===== src/rtl/e1_port_ctrl_pkg.sv =====
package e1_port_ctrl_pkg;

   typedef enum logic [1:0] {
      PM_NORMAL = 2'd0,
      PM_LOCAL  = 2'd1,
      PM_REMOTE = 2'd2
   } port_mode_e;

   function automatic port_mode_e mode_decode(input logic drv, input logic lvl);
      if (!drv)     return PM_NORMAL;
      else if (lvl) return PM_LOCAL;
      else          return PM_REMOTE;
   endfunction

endpackage


===== src/rtl/e1_mode_reg.sv =====
module e1_mode_reg
   import e1_port_ctrl_pkg::*;
(
   input  logic       clk,
   input  logic       rst_n,
   input  logic       drv,
   input  logic       lvl,
   output port_mode_e mode_q
);

   always_ff @(posedge clk or negedge rst_n) begin
      if (!rst_n) mode_q <= PM_NORMAL;
      else        mode_q <= mode_decode(drv, lvl);
   end

   // the routing mode is the one sampled at the previous edge
   a_r7_mode_sampled: assert property (@(posedge clk) disable iff (!rst_n)
      1'b1 |=> (mode_q == ($past(drv) ? ($past(lvl) ? PM_LOCAL : PM_REMOTE) : PM_NORMAL)));

endmodule


===== src/rtl/e1_los_det.sv =====
module e1_los_det #(
   parameter int CNT_W   = 8,
   parameter int LOS_MIN = 10,
   parameter int LOS_MAX = 255
) (
   input  logic             clk,
   input  logic             rst_n,
   input  logic             rail_p,
   input  logic             rail_n,
   input  logic [CNT_W-1:0] thresh,
   output logic             los
);

   localparam int SUM_W = CNT_W + 1;
   localparam logic [CNT_W-1:0] MIN_V = CNT_W'(LOS_MIN);
   localparam logic [CNT_W-1:0] MAX_V = CNT_W'(LOS_MAX);
   localparam logic [CNT_W-1:0] SAT_V = {CNT_W{1'b1}};

   initial begin
      assert (LOS_MIN >= 1 && LOS_MIN <= LOS_MAX) else $error("bad LOS bounds");
      assert (LOS_MAX < (1 << CNT_W)) else $error("CNT_W too small for LOS_MAX");
   end

   logic [CNT_W-1:0] run_q;
   logic [CNT_W-1:0] eff_thr;
   logic [SUM_W-1:0] run_inc;
   logic             quiet;

   assign quiet   = !(rail_p || rail_n);
   assign run_inc = {1'b0, run_q} + SUM_W'(1);

   always_comb begin
      if (thresh < MIN_V)      eff_thr = MIN_V;
      else if (thresh > MAX_V) eff_thr = MAX_V;
      else                     eff_thr = thresh;
   end

   always_ff @(posedge clk or negedge rst_n) begin
      if (!rst_n) begin
         run_q <= '0;
         los   <= 1'b0;
      end else if (quiet) begin
         run_q <= (run_q == SAT_V) ? SAT_V : run_inc[CNT_W-1:0];
         los   <= (run_inc >= {1'b0, eff_thr});
      end else begin
         run_q <= '0;
         los   <= 1'b0;
      end
   end

   // any active bit clears the flag at the next edge
   a_r9_clear_on_activity: assert property (@(posedge clk) disable iff (!rst_n)
      (rail_p || rail_n) |=> !los);

   // the flag only rises after a quiet bit period
   a_r8_rise_after_quiet: assert property (@(posedge clk) disable iff (!rst_n)
      $rose(los) |-> $past(!(rail_p || rail_n)));

endmodule


===== src/rtl/e1_port_path.sv =====
module e1_port_path
   import e1_port_ctrl_pkg::*;
#(
   parameter bit INV_BY_XOR = 1'b1
) (
   input  port_mode_e mode,
   input  logic       pol_inv,
   input  logic       pdn,
   input  logic       line_p,
   input  logic       line_n,
   input  logic       line_clk,
   input  logic       tx_p_in,
   input  logic       tx_n_in,
   input  logic       tx_clk_in,
   output logic       rx_p_int,
   output logic       rx_n_int,
   output logic       rx_p_out,
   output logic       rx_n_out,
   output logic       rx_clk_out,
   output logic       tx_p_out,
   output logic       tx_n_out,
   output logic       tx_clk_out
);

   logic pol_p, pol_n;

   always_comb begin
      if (mode == PM_LOCAL) begin
         rx_p_int = tx_p_in;
         rx_n_int = tx_n_in;
      end else begin
         rx_p_int = line_p;
         rx_n_int = line_n;
      end
   end

   always_comb begin
      if (mode == PM_REMOTE) begin
         tx_p_out   = line_p;
         tx_n_out   = line_n;
         tx_clk_out = line_clk;
      end else begin
         tx_p_out   = tx_p_in;
         tx_n_out   = tx_n_in;
         tx_clk_out = tx_clk_in;
      end
   end

   generate
      if (INV_BY_XOR) begin : g_xor_inv
         assign pol_p = rx_p_int ^ pol_inv;
         assign pol_n = rx_n_int ^ pol_inv;
      end else begin : g_mux_inv
         assign pol_p = pol_inv ? ~rx_p_int : rx_p_int;
         assign pol_n = pol_inv ? ~rx_n_int : rx_n_int;
      end
   endgenerate

   assign rx_p_out   = pdn ? 1'b0 : pol_p;
   assign rx_n_out   = pdn ? 1'b0 : pol_n;
   assign rx_clk_out = pdn ? 1'b0 : (rx_p_int ^ rx_n_int);

endmodule


===== src/rtl/e1_port_ctrl.sv =====
module e1_port_ctrl
   import e1_port_ctrl_pkg::*;
#(
   parameter int NPORTS     = 8,
   parameter int CNT_W      = 8,
   parameter int LOS_MIN    = 10,
   parameter int LOS_MAX    = 255,
   parameter bit INV_BY_XOR = 1'b1
) (
   input  logic              clk,
   input  logic              rst_n,
   input  logic              rx_pol_inv,
   input  logic              rx_pdn,
   input  logic [CNT_W-1:0]  los_thresh,
   input  logic [NPORTS-1:0] lb_drv,
   input  logic [NPORTS-1:0] lb_lvl,
   input  logic [NPORTS-1:0] line_p,
   input  logic [NPORTS-1:0] line_n,
   input  logic [NPORTS-1:0] line_clk,
   input  logic [NPORTS-1:0] tx_p_in,
   input  logic [NPORTS-1:0] tx_n_in,
   input  logic [NPORTS-1:0] tx_clk_in,
   output logic              rx_oe,
   output logic [NPORTS-1:0] rx_p_out,
   output logic [NPORTS-1:0] rx_n_out,
   output logic [NPORTS-1:0] rx_clk_out,
   output logic [NPORTS-1:0] tx_p_out,
   output logic [NPORTS-1:0] tx_n_out,
   output logic [NPORTS-1:0] tx_clk_out,
   output logic [NPORTS-1:0] los
);

   initial begin
      assert (NPORTS >= 1 && NPORTS <= 64) else $error("NPORTS out of range");
   end

   assign rx_oe = !rx_pdn;

   generate
      for (genvar gi = 0; gi < NPORTS; gi++) begin : g_port
         port_mode_e mode_q;
         logic       rp_int, rn_int;

         e1_mode_reg u_mode (
            .clk    (clk),
            .rst_n  (rst_n),
            .drv    (lb_drv[gi]),
            .lvl    (lb_lvl[gi]),
            .mode_q (mode_q)
         );

         e1_port_path #(.INV_BY_XOR(INV_BY_XOR)) u_path (
            .mode       (mode_q),
            .pol_inv    (rx_pol_inv),
            .pdn        (rx_pdn),
            .line_p     (line_p[gi]),
            .line_n     (line_n[gi]),
            .line_clk   (line_clk[gi]),
            .tx_p_in    (tx_p_in[gi]),
            .tx_n_in    (tx_n_in[gi]),
            .tx_clk_in  (tx_clk_in[gi]),
            .rx_p_int   (rp_int),
            .rx_n_int   (rn_int),
            .rx_p_out   (rx_p_out[gi]),
            .rx_n_out   (rx_n_out[gi]),
            .rx_clk_out (rx_clk_out[gi]),
            .tx_p_out   (tx_p_out[gi]),
            .tx_n_out   (tx_n_out[gi]),
            .tx_clk_out (tx_clk_out[gi])
         );

         e1_los_det #(.CNT_W(CNT_W), .LOS_MIN(LOS_MIN), .LOS_MAX(LOS_MAX)) u_los (
            .clk    (clk),
            .rst_n  (rst_n),
            .rail_p (rp_int),
            .rail_n (rn_int),
            .thresh (los_thresh),
            .los    (los[gi])
         );

         // the output clock matches the XOR of the driven rail outputs
         a_r3_clk_xor: assert property (@(posedge clk) disable iff (!rst_n)
            !rx_pdn |-> (rx_clk_out[gi] == (rx_p_out[gi] ^ rx_n_out[gi])));

         // remote loopback sends the line rails back out
         a_r6_remote_echo: assert property (@(posedge clk) disable iff (!rst_n)
            (mode_q == PM_REMOTE) |-> (tx_p_out[gi] == line_p[gi] && tx_n_out[gi] == line_n[gi]));

         // local loopback feeds the transmit rails to the receiver
         a_r5_local_feed: assert property (@(posedge clk) disable iff (!rst_n)
            (mode_q == PM_LOCAL) |-> (rp_int == tx_p_in[gi] && rn_int == tx_n_in[gi]));
      end
   endgenerate

   // power-down silences every receive output
   a_r2_pdn_quiet: assert property (@(posedge clk) disable iff (!rst_n)
      rx_pdn |-> (!rx_oe && rx_p_out == '0 && rx_n_out == '0 && rx_clk_out == '0));

endmodule


===== config.mk =====
export PLATFORM = sky130hd
export DESIGN_NAME = e1_port_ctrl
export DESIGN_NICKNAME = d
export VERILOG_FILES = /design/src/rtl/e1_port_ctrl_pkg.sv /design/src/rtl/e1_mode_reg.sv /design/src/rtl/e1_los_det.sv /design/src/rtl/e1_port_path.sv /design/src/rtl/e1_port_ctrl.sv
export SDC_FILE = /design/constraint.sdc
export NUM_CORES = 1
export LEC_CHECK = 0
export BUFFER_PORTS_ARGS = -buffer_cell sky130_fd_sc_hd__buf_2
export CORE_MARGIN = 4
export CORE_UTILIZATION = 51
export DETAILED_ROUTE_END_ITERATION = 16
export GPL_TIMING_DRIVEN = 0
export PLACE_DENSITY = 0.88
export SLEW_MARGIN = 30
export SYNTH_ARGS = -nofsm -noshare
export SYNTH_HDL_FRONTEND = slang
export SYNTH_SLANG_ARGS = --single-unit

===== constraint.sdc =====
create_clock -name clk -period 1.9 [get_ports clk]
set_input_delay 0 -clock clk [delete_from_list [all_inputs] [get_ports clk]]
set_output_delay 0 -clock clk [all_outputs]
set_load 0.01 [all_outputs]

==> flow_summary.toml, run 1 <==
[sta]
worst_pin_slew_ps = 938
setup_slack_ps = -178
post-route-period-util_pct = 109
setup_viol = 2
max_freq_mhz = 481
rsz0062_at_grt = "true"
post-route-min-period_ps = 2080
slew_violations = 0
hold_slack_ps = 137
hold_viol_final = 0
clock_skew_ps = 8.20
maxSlewHeadroom_pct = 37.3

[clock_tree]
h-tree-depth = 3
clkSinkCount = 88
clock_latency_ps = 350
cts_buffer_depth = 2
clk_pin_slew_ps = 60
cts_tree = "done"
cts_buffers = 9
cts_root_buf = "clkbuf_16"

[critical_path]
cp_max_fo = 2
worst-r2r-setup-slack_ps = -180
r2r_cells = 8
cp.arrival_ps = 2310
cp-end-kind = "flip-flop"
worstSetupPathType = "flip-flop to flip-flop"
startpoint_type = "flip-flop"
required_ps = 2140

[layout]
area_growth_pct = 35.7
fillers = 856
fin_util_pct = 70.6
finalNonFillerCells = 1094
insertedDiodeCount = 0
finalNetCount = 1076
drive_above_1_share_pct = 38.9

[power]
ir_drop_mv = 0.449
total_power_uw = 4730
p_per_area_nw_per_um2 = 533
p_leak_uw = 0.00441

[grt]
grt_max_degree = 49
grt_usage_pct = 23.2
grt_first_pass_wirelength_um = 27000
antenna_found_initial = 0
grt_overflow_total = 0
grt_pass1_vias = 5829

[run]
maxCapViolCount = 0

[yosys]
async_flop_share_pct = 100
netlist_instances = 705
synth_xor_area_share_pct = 7.90
synth_compound_area_share_pct = 10.3
ys_ff_latch = 88
synth-edff-count = 0
seq_area_frac_synth_pct = 33.7
synthAdderAreaFrac_pct = 15.3
yosys-top-cells-area = "dfrtp_1, ha_1, buf_4"
synthTopCellsByCount = "dfrtp_1, ha_1, nor2_1"
synth_nets = 861
ys_warn_count = 0
synth_top_family_by_area = "simple AND/OR/NAND/NOR gates"
yosysTopAreaCell = "dfrtp_1"
ys.flop_type = "dfrtp_1"
synth.area.mux_share_pct = 6.58
synthSimpleGateAreaFrac_pct = 18.5
syn_area_um2 = 6540
synthDistinctLibCells = 31
synth_top_area_share_pct = 33.7
yosysMostFrequentCell = "dfrtp_1"
avgSynthCellArea_um2 = 9.27

[drt]
route.vias.total = 5995
drt_wl_total_um = 18400
drc_errors = 0
ant_nets = 0
wl_per_cell_um = 16.9
drtIter0Drc = 342
first_pass_iters = 5
via_per_inst = 5.48

[min_path]
holdCritPathClass = "input pin to async pin"

[die]
start_util_pct = 52.0
die_h_um = 121
die_area_um2 = 14700
die_w_um = 121
coreArea_um2 = 12600
row_count = 41
pin_count = 133

[placed_design]
dp_hpwl_um = 11300
dpl.cell_count = 1009
post-place-ws_ps = -491
place.gp.congestion = 0.857
port_buffers = 131

[status]
violations = "setup timing"
status = "complete, but fails checks"
final timing paths:
path | start | end
worst max-delay path | g_port[4].u_los.run_q[1] | g_port[4].u_los.los
worst min-delay path | rst_n | g_port[5].u_los.run_q[0]
max in group asynchronous | rst_n | g_port[4].u_mode.mode_q[0]
worst min register to register | g_port[0].u_los.run_q[6] | g_port[0].u_los.run_q[6]
min in group clk | tx_n_in[0] | g_port[0].u_los.run_q[5]
worst max register to register | g_port[4].u_los.run_q[1] | g_port[4].u_los.los
through the flow:
step | instance area (µm²) | setup TNS [ps]
floorplan | 6540 | 0
global placement | 7410 | -3250
detailed placement | 7440 | -3560
CTS | 8280 | 0
global route | 8870 | -583
finish | 8870 | -237
power by group:
group          switching, µW  internal [µW]
sequential              41.5           1920
combinational            555            565
clock                    715            934
total                   1310           3410
final cells by class:
class                      instances  area [µm²]  share of cell area (%)
buffer                            61         442                    4.98
clock buffer                      12         256                    2.89
clock inverter                     1        5.00                  0.0564
inverter                          16        60.1                   0.677
multi-input combinational        540        4390                    49.4
sequential                        88        2200                    24.8
tap                              172         215                    2.43
timing repair buffer             204        1300                    14.7
cells in the final DEF (no fill, tap or decap), types with 9 or more instances in the layout:
cell           instances
clkbuf_16              9
nand2_1               59
buf_2                132
buf_4                100
nand3_1               16
inv_1                 16
dlygate4sd3_1         25
xnor2_1               16
mux2i_2               12
nor2_1                67
xor2_1                27
a21oi_1               32
o21a_1                30
and2_1                10
mux2_2                24
nor2b_1               32
ha_4                   9
o21ai_0               21
o21ai_1               16
dfrtp_1               88
ha_1                  71
metal layers:
metal  global-route usage, %  vias up  share of wire [%]
met5                       0        -                  0
met4                    10.5        0                3.8
met3                    6.15       61                7.0
met2                    39.6      250                 51
met1                    27.4     2878                 39
li1                        -     2806                  -
cell families after synthesis:
| kind of cell | Yosys count |
|---|---|
| AND/OR/NAND/NOR | 244 |
| AO/OA/AOI/OAI | 117 |
| flip-flops | 88 |
| adder cells (fa/ha/maj) | 80 |
| buffers and inverters | 77 |
| XOR/XNOR | 59 |
| multiplexers | 40 |
what timing repair did:
item / in CTS / in global routing
resized for setup: 39 / 81
buffers inserted: 22 / 25
cloned: 0 / 0
hold buffers: 25 / 0
pin swaps: 17 / 38
endpoints found under the hold margin: 104 / 0
setup endpoints to repair: 9 / 15
registers in the layout, summed over array words and instances, names as in the netlist:
signal                flops
g_port.u_los.los          8
g_port.u_los.run_q       64
g_port.u_mode.mode_q     16
worst max-delay path, stage by stage (launching register included):
cell     delay [ps]
dfrtp_1         410
ha_4            190
buf_4           130
xor2_1          220
ha_1            300
a21oi_1         240
o21ai_0         160
a21oi_1         210
o21ai_1         100
Note: power is estimated with default switching activity, not from simulation.
==> run 2, diff against run 1 <==
- PLACE_DENSITY: 0.88 -> 0.78
- RECOVER_POWER: unset -> 25
==> run 2 against run 1 <==
The flow still finishes with violations (setup timing). Maximum frequency up 8.6%. Clock power rose by 8%. Critical path type unchanged. Sequential share of layout area hardly changed. Final area shrank 0.11%. Critical endpoint unchanged. Die area is the same. Routed wire length is 4.1% lower. Via count decreased by 2.0%. Clock skew shrank 3.3 ps. Sequential power hardly changed.
==> flow_summary.toml, run 2 (synthesis gave the netlist of run 1 again) <==
[status]
status = "complete, but fails checks"
violations = "setup timing"

[drt]
drtIter0Drc = 283
first_pass_iters = 5
wl_per_cell_um = 16.1
via_per_inst = 5.35
drc_errors = 0
ant_nets = 0
route.vias.total = 5876
drt_wl_total_um = 17700

[layout]
finalNetCount = 1079
top_register = "g_port.u_los.run_q"
finalNonFillerCells = 1099
top_regs = "g_port.u_los.run_q x64, g_port.u_mode.mode_q x16, g_port.u_los.los x8"
insertedDiodeCount = 0
final_cell_mix = "buf_2, buf_4, dfrtp_1"
largest_reg_flops = 64
drive_above_1_share_pct = 39.1
fillers = 881
seqCellArea_um2 = 2200
layout_commonest_cell = "buf_2"
area_growth_pct = 35.5
multi_input_area_um2 = 4360
fin_util_pct = 70.5

[sta]
worst_pin_slew_ps = 951
setup_viol = 2
hold_viol_final = 0
clock_skew_ps = 4.90
maxSlewHeadroom_pct = 36.5
setup_slack_ps = -13.6
rsz0062_at_grt = "true"
hold_slack_ps = 230
slew_violations = 0
post-route-period-util_pct = 101
post-route-min-period_ps = 1910
max_freq_mhz = 523

[die]
die_h_um = 121
pin_count = 133
die_w_um = 121
row_count = 41
start_util_pct = 52.0
die_area_um2 = 14700
coreArea_um2 = 12600

[placed_design]
dp_hpwl_um = 10900
place.gp.congestion = 0.816
dpl.cell_count = 1009
port_buffers = 131

[clock_tree]
cts_tree = "done"
cts_root_buf = "clkbuf_16"
clkSinkCount = 88
cts_buffers = 9
h-tree-depth = 3
cts_buffer_depth = 2
clk_pin_slew_ps = 60
clock_latency_ps = 350

[min_path]
holdCritPathClass = "input pin to flip-flop"

[critical_path]
worstReg2RegEnd = "g_port[4].u_los.los"
cp.arrival_ps = 2140
endpoint = "g_port[4].u_los.los"
crit_start = "g_port[4].u_los.run_q[0]"
worst-r2r-setup-slack_ps = -10
r2r_cells = 9
reg2reg_from = "g_port[4].u_los.run_q[0]"
worstSetupPathType = "flip-flop to flip-flop"
startpoint_type = "flip-flop"
crit_slowest_cell = "dfrtp_1"
cp_max_fo = 3
path_cells = "ha_4 > nand3_4 > nor2_4 > xor2_2 > ha_1 > a21oi_2 > o21ai_2 > a21oi_2 > o21ai_1"
cp-end-kind = "flip-flop"
required_ps = 2130
cpPeakStageDelay_ps = 430
crit_top_cell = "a21oi_2"

[run]
maxCapViolCount = 0

[grt]
grt_overflow_total = 0
grt_first_pass_wirelength_um = 27900
antenna_found_initial = 0
grt_max_degree = 60
grt_pass1_vias = 6066
grt_usage_pct = 23.5

[power]
ir_drop_mv = 0.403
p_leak_uw = 0.00442
p_per_area_nw_per_um2 = 542
==> run 2: report_power, final <==
| group | internal [µW] | total, µW | switching, µW |
|---|---|---|---|
| clock | 1040 | 1780 | 737 |
| combinational | 540 | 1070 | 533 |
| sequential | 1920 | 1950 | 38.1 |
| total | 3500 | 4800 | 1310 |
==> run 2: routing by layer <==
| layer | vias to the layer above | part of all wire (%) | global-route usage (%) |
|---|---|---|---|
| met3 | 47 | 5.6 | 5.22 |
| met5 | - | 0 | 0 |
| met4 | 0 | 2.9 | 8.82 |
| met1 | 2835 | 40 | 28.5 |
| met2 | 184 | 51 | 41.0 |
| li1 | 2810 | - | - |
==> run 2: worst min path at each step <==
stage                from                          to  slack [ps]  cells past startpoint
2_1_floorplan       rst_n         g_port[0].u_los.los        -300                      0
3_3_place_gp    lb_lvl[5]  g_port[5].u_mode.mode_q[1]         160                      2
3_5_place_dp        rst_n    g_port[5].u_los.run_q[7]        -100                      1
4_1_cts             rst_n    g_port[5].u_los.run_q[7]         110                      2
5_1_grt         line_n[0]    g_port[0].u_los.run_q[5]         250                      4
6_report       tx_n_in[0]    g_port[0].u_los.run_q[5]         230                      4
==> run 2: layout make-up <==
cell class | count | share of cell area, %
Multi-Input combinational cell | 540 | 49.2
Sequential cell | 88 | 24.9
Timing Repair Buffer | 207 | 14.6
Buffer | 61 | 4.98
Clock buffer | 11 | 2.74
Tap cell | 172 | 2.43
Inverter | 16 | 0.678
Clock inverter | 4 | 0.508
==> run 2: per-stage QoR <==
step           area [µm²]  setup slack [ps]  total power [µW]  setup TNS (ps)
5_1_grt              8860              -123              5020           -3990
3_3_place_gp         7410              -573              2850           -4350
6_report             8860             -13.6              4800           -14.8
4_1_cts              8400              5.38              4730               0
2_1_floorplan        6540              33.6              2540               0
3_5_place_dp         7440              -673              2880           -4850
==> run 2: timing repair <==
item,4_1_cts,5_1_grt
setup buffers,33,18
pin swaps,22,40
hold buffers,25,0
resized for setup,41,80
hold endpoints to repair,104,0
endpoints found under the setup margin,8,14
==> run 2: worst max-delay path, delay by kind of cell, from the launching register on <==
family / cells / cell delay [ps]
adders and majority gates: 2 / 470
xor gates and xnor gates: 1 / 170
DFF: 1 / 430
AOI/OAI and AO/OA: 4 / 450
and+or+nand+nor: 2 / 280
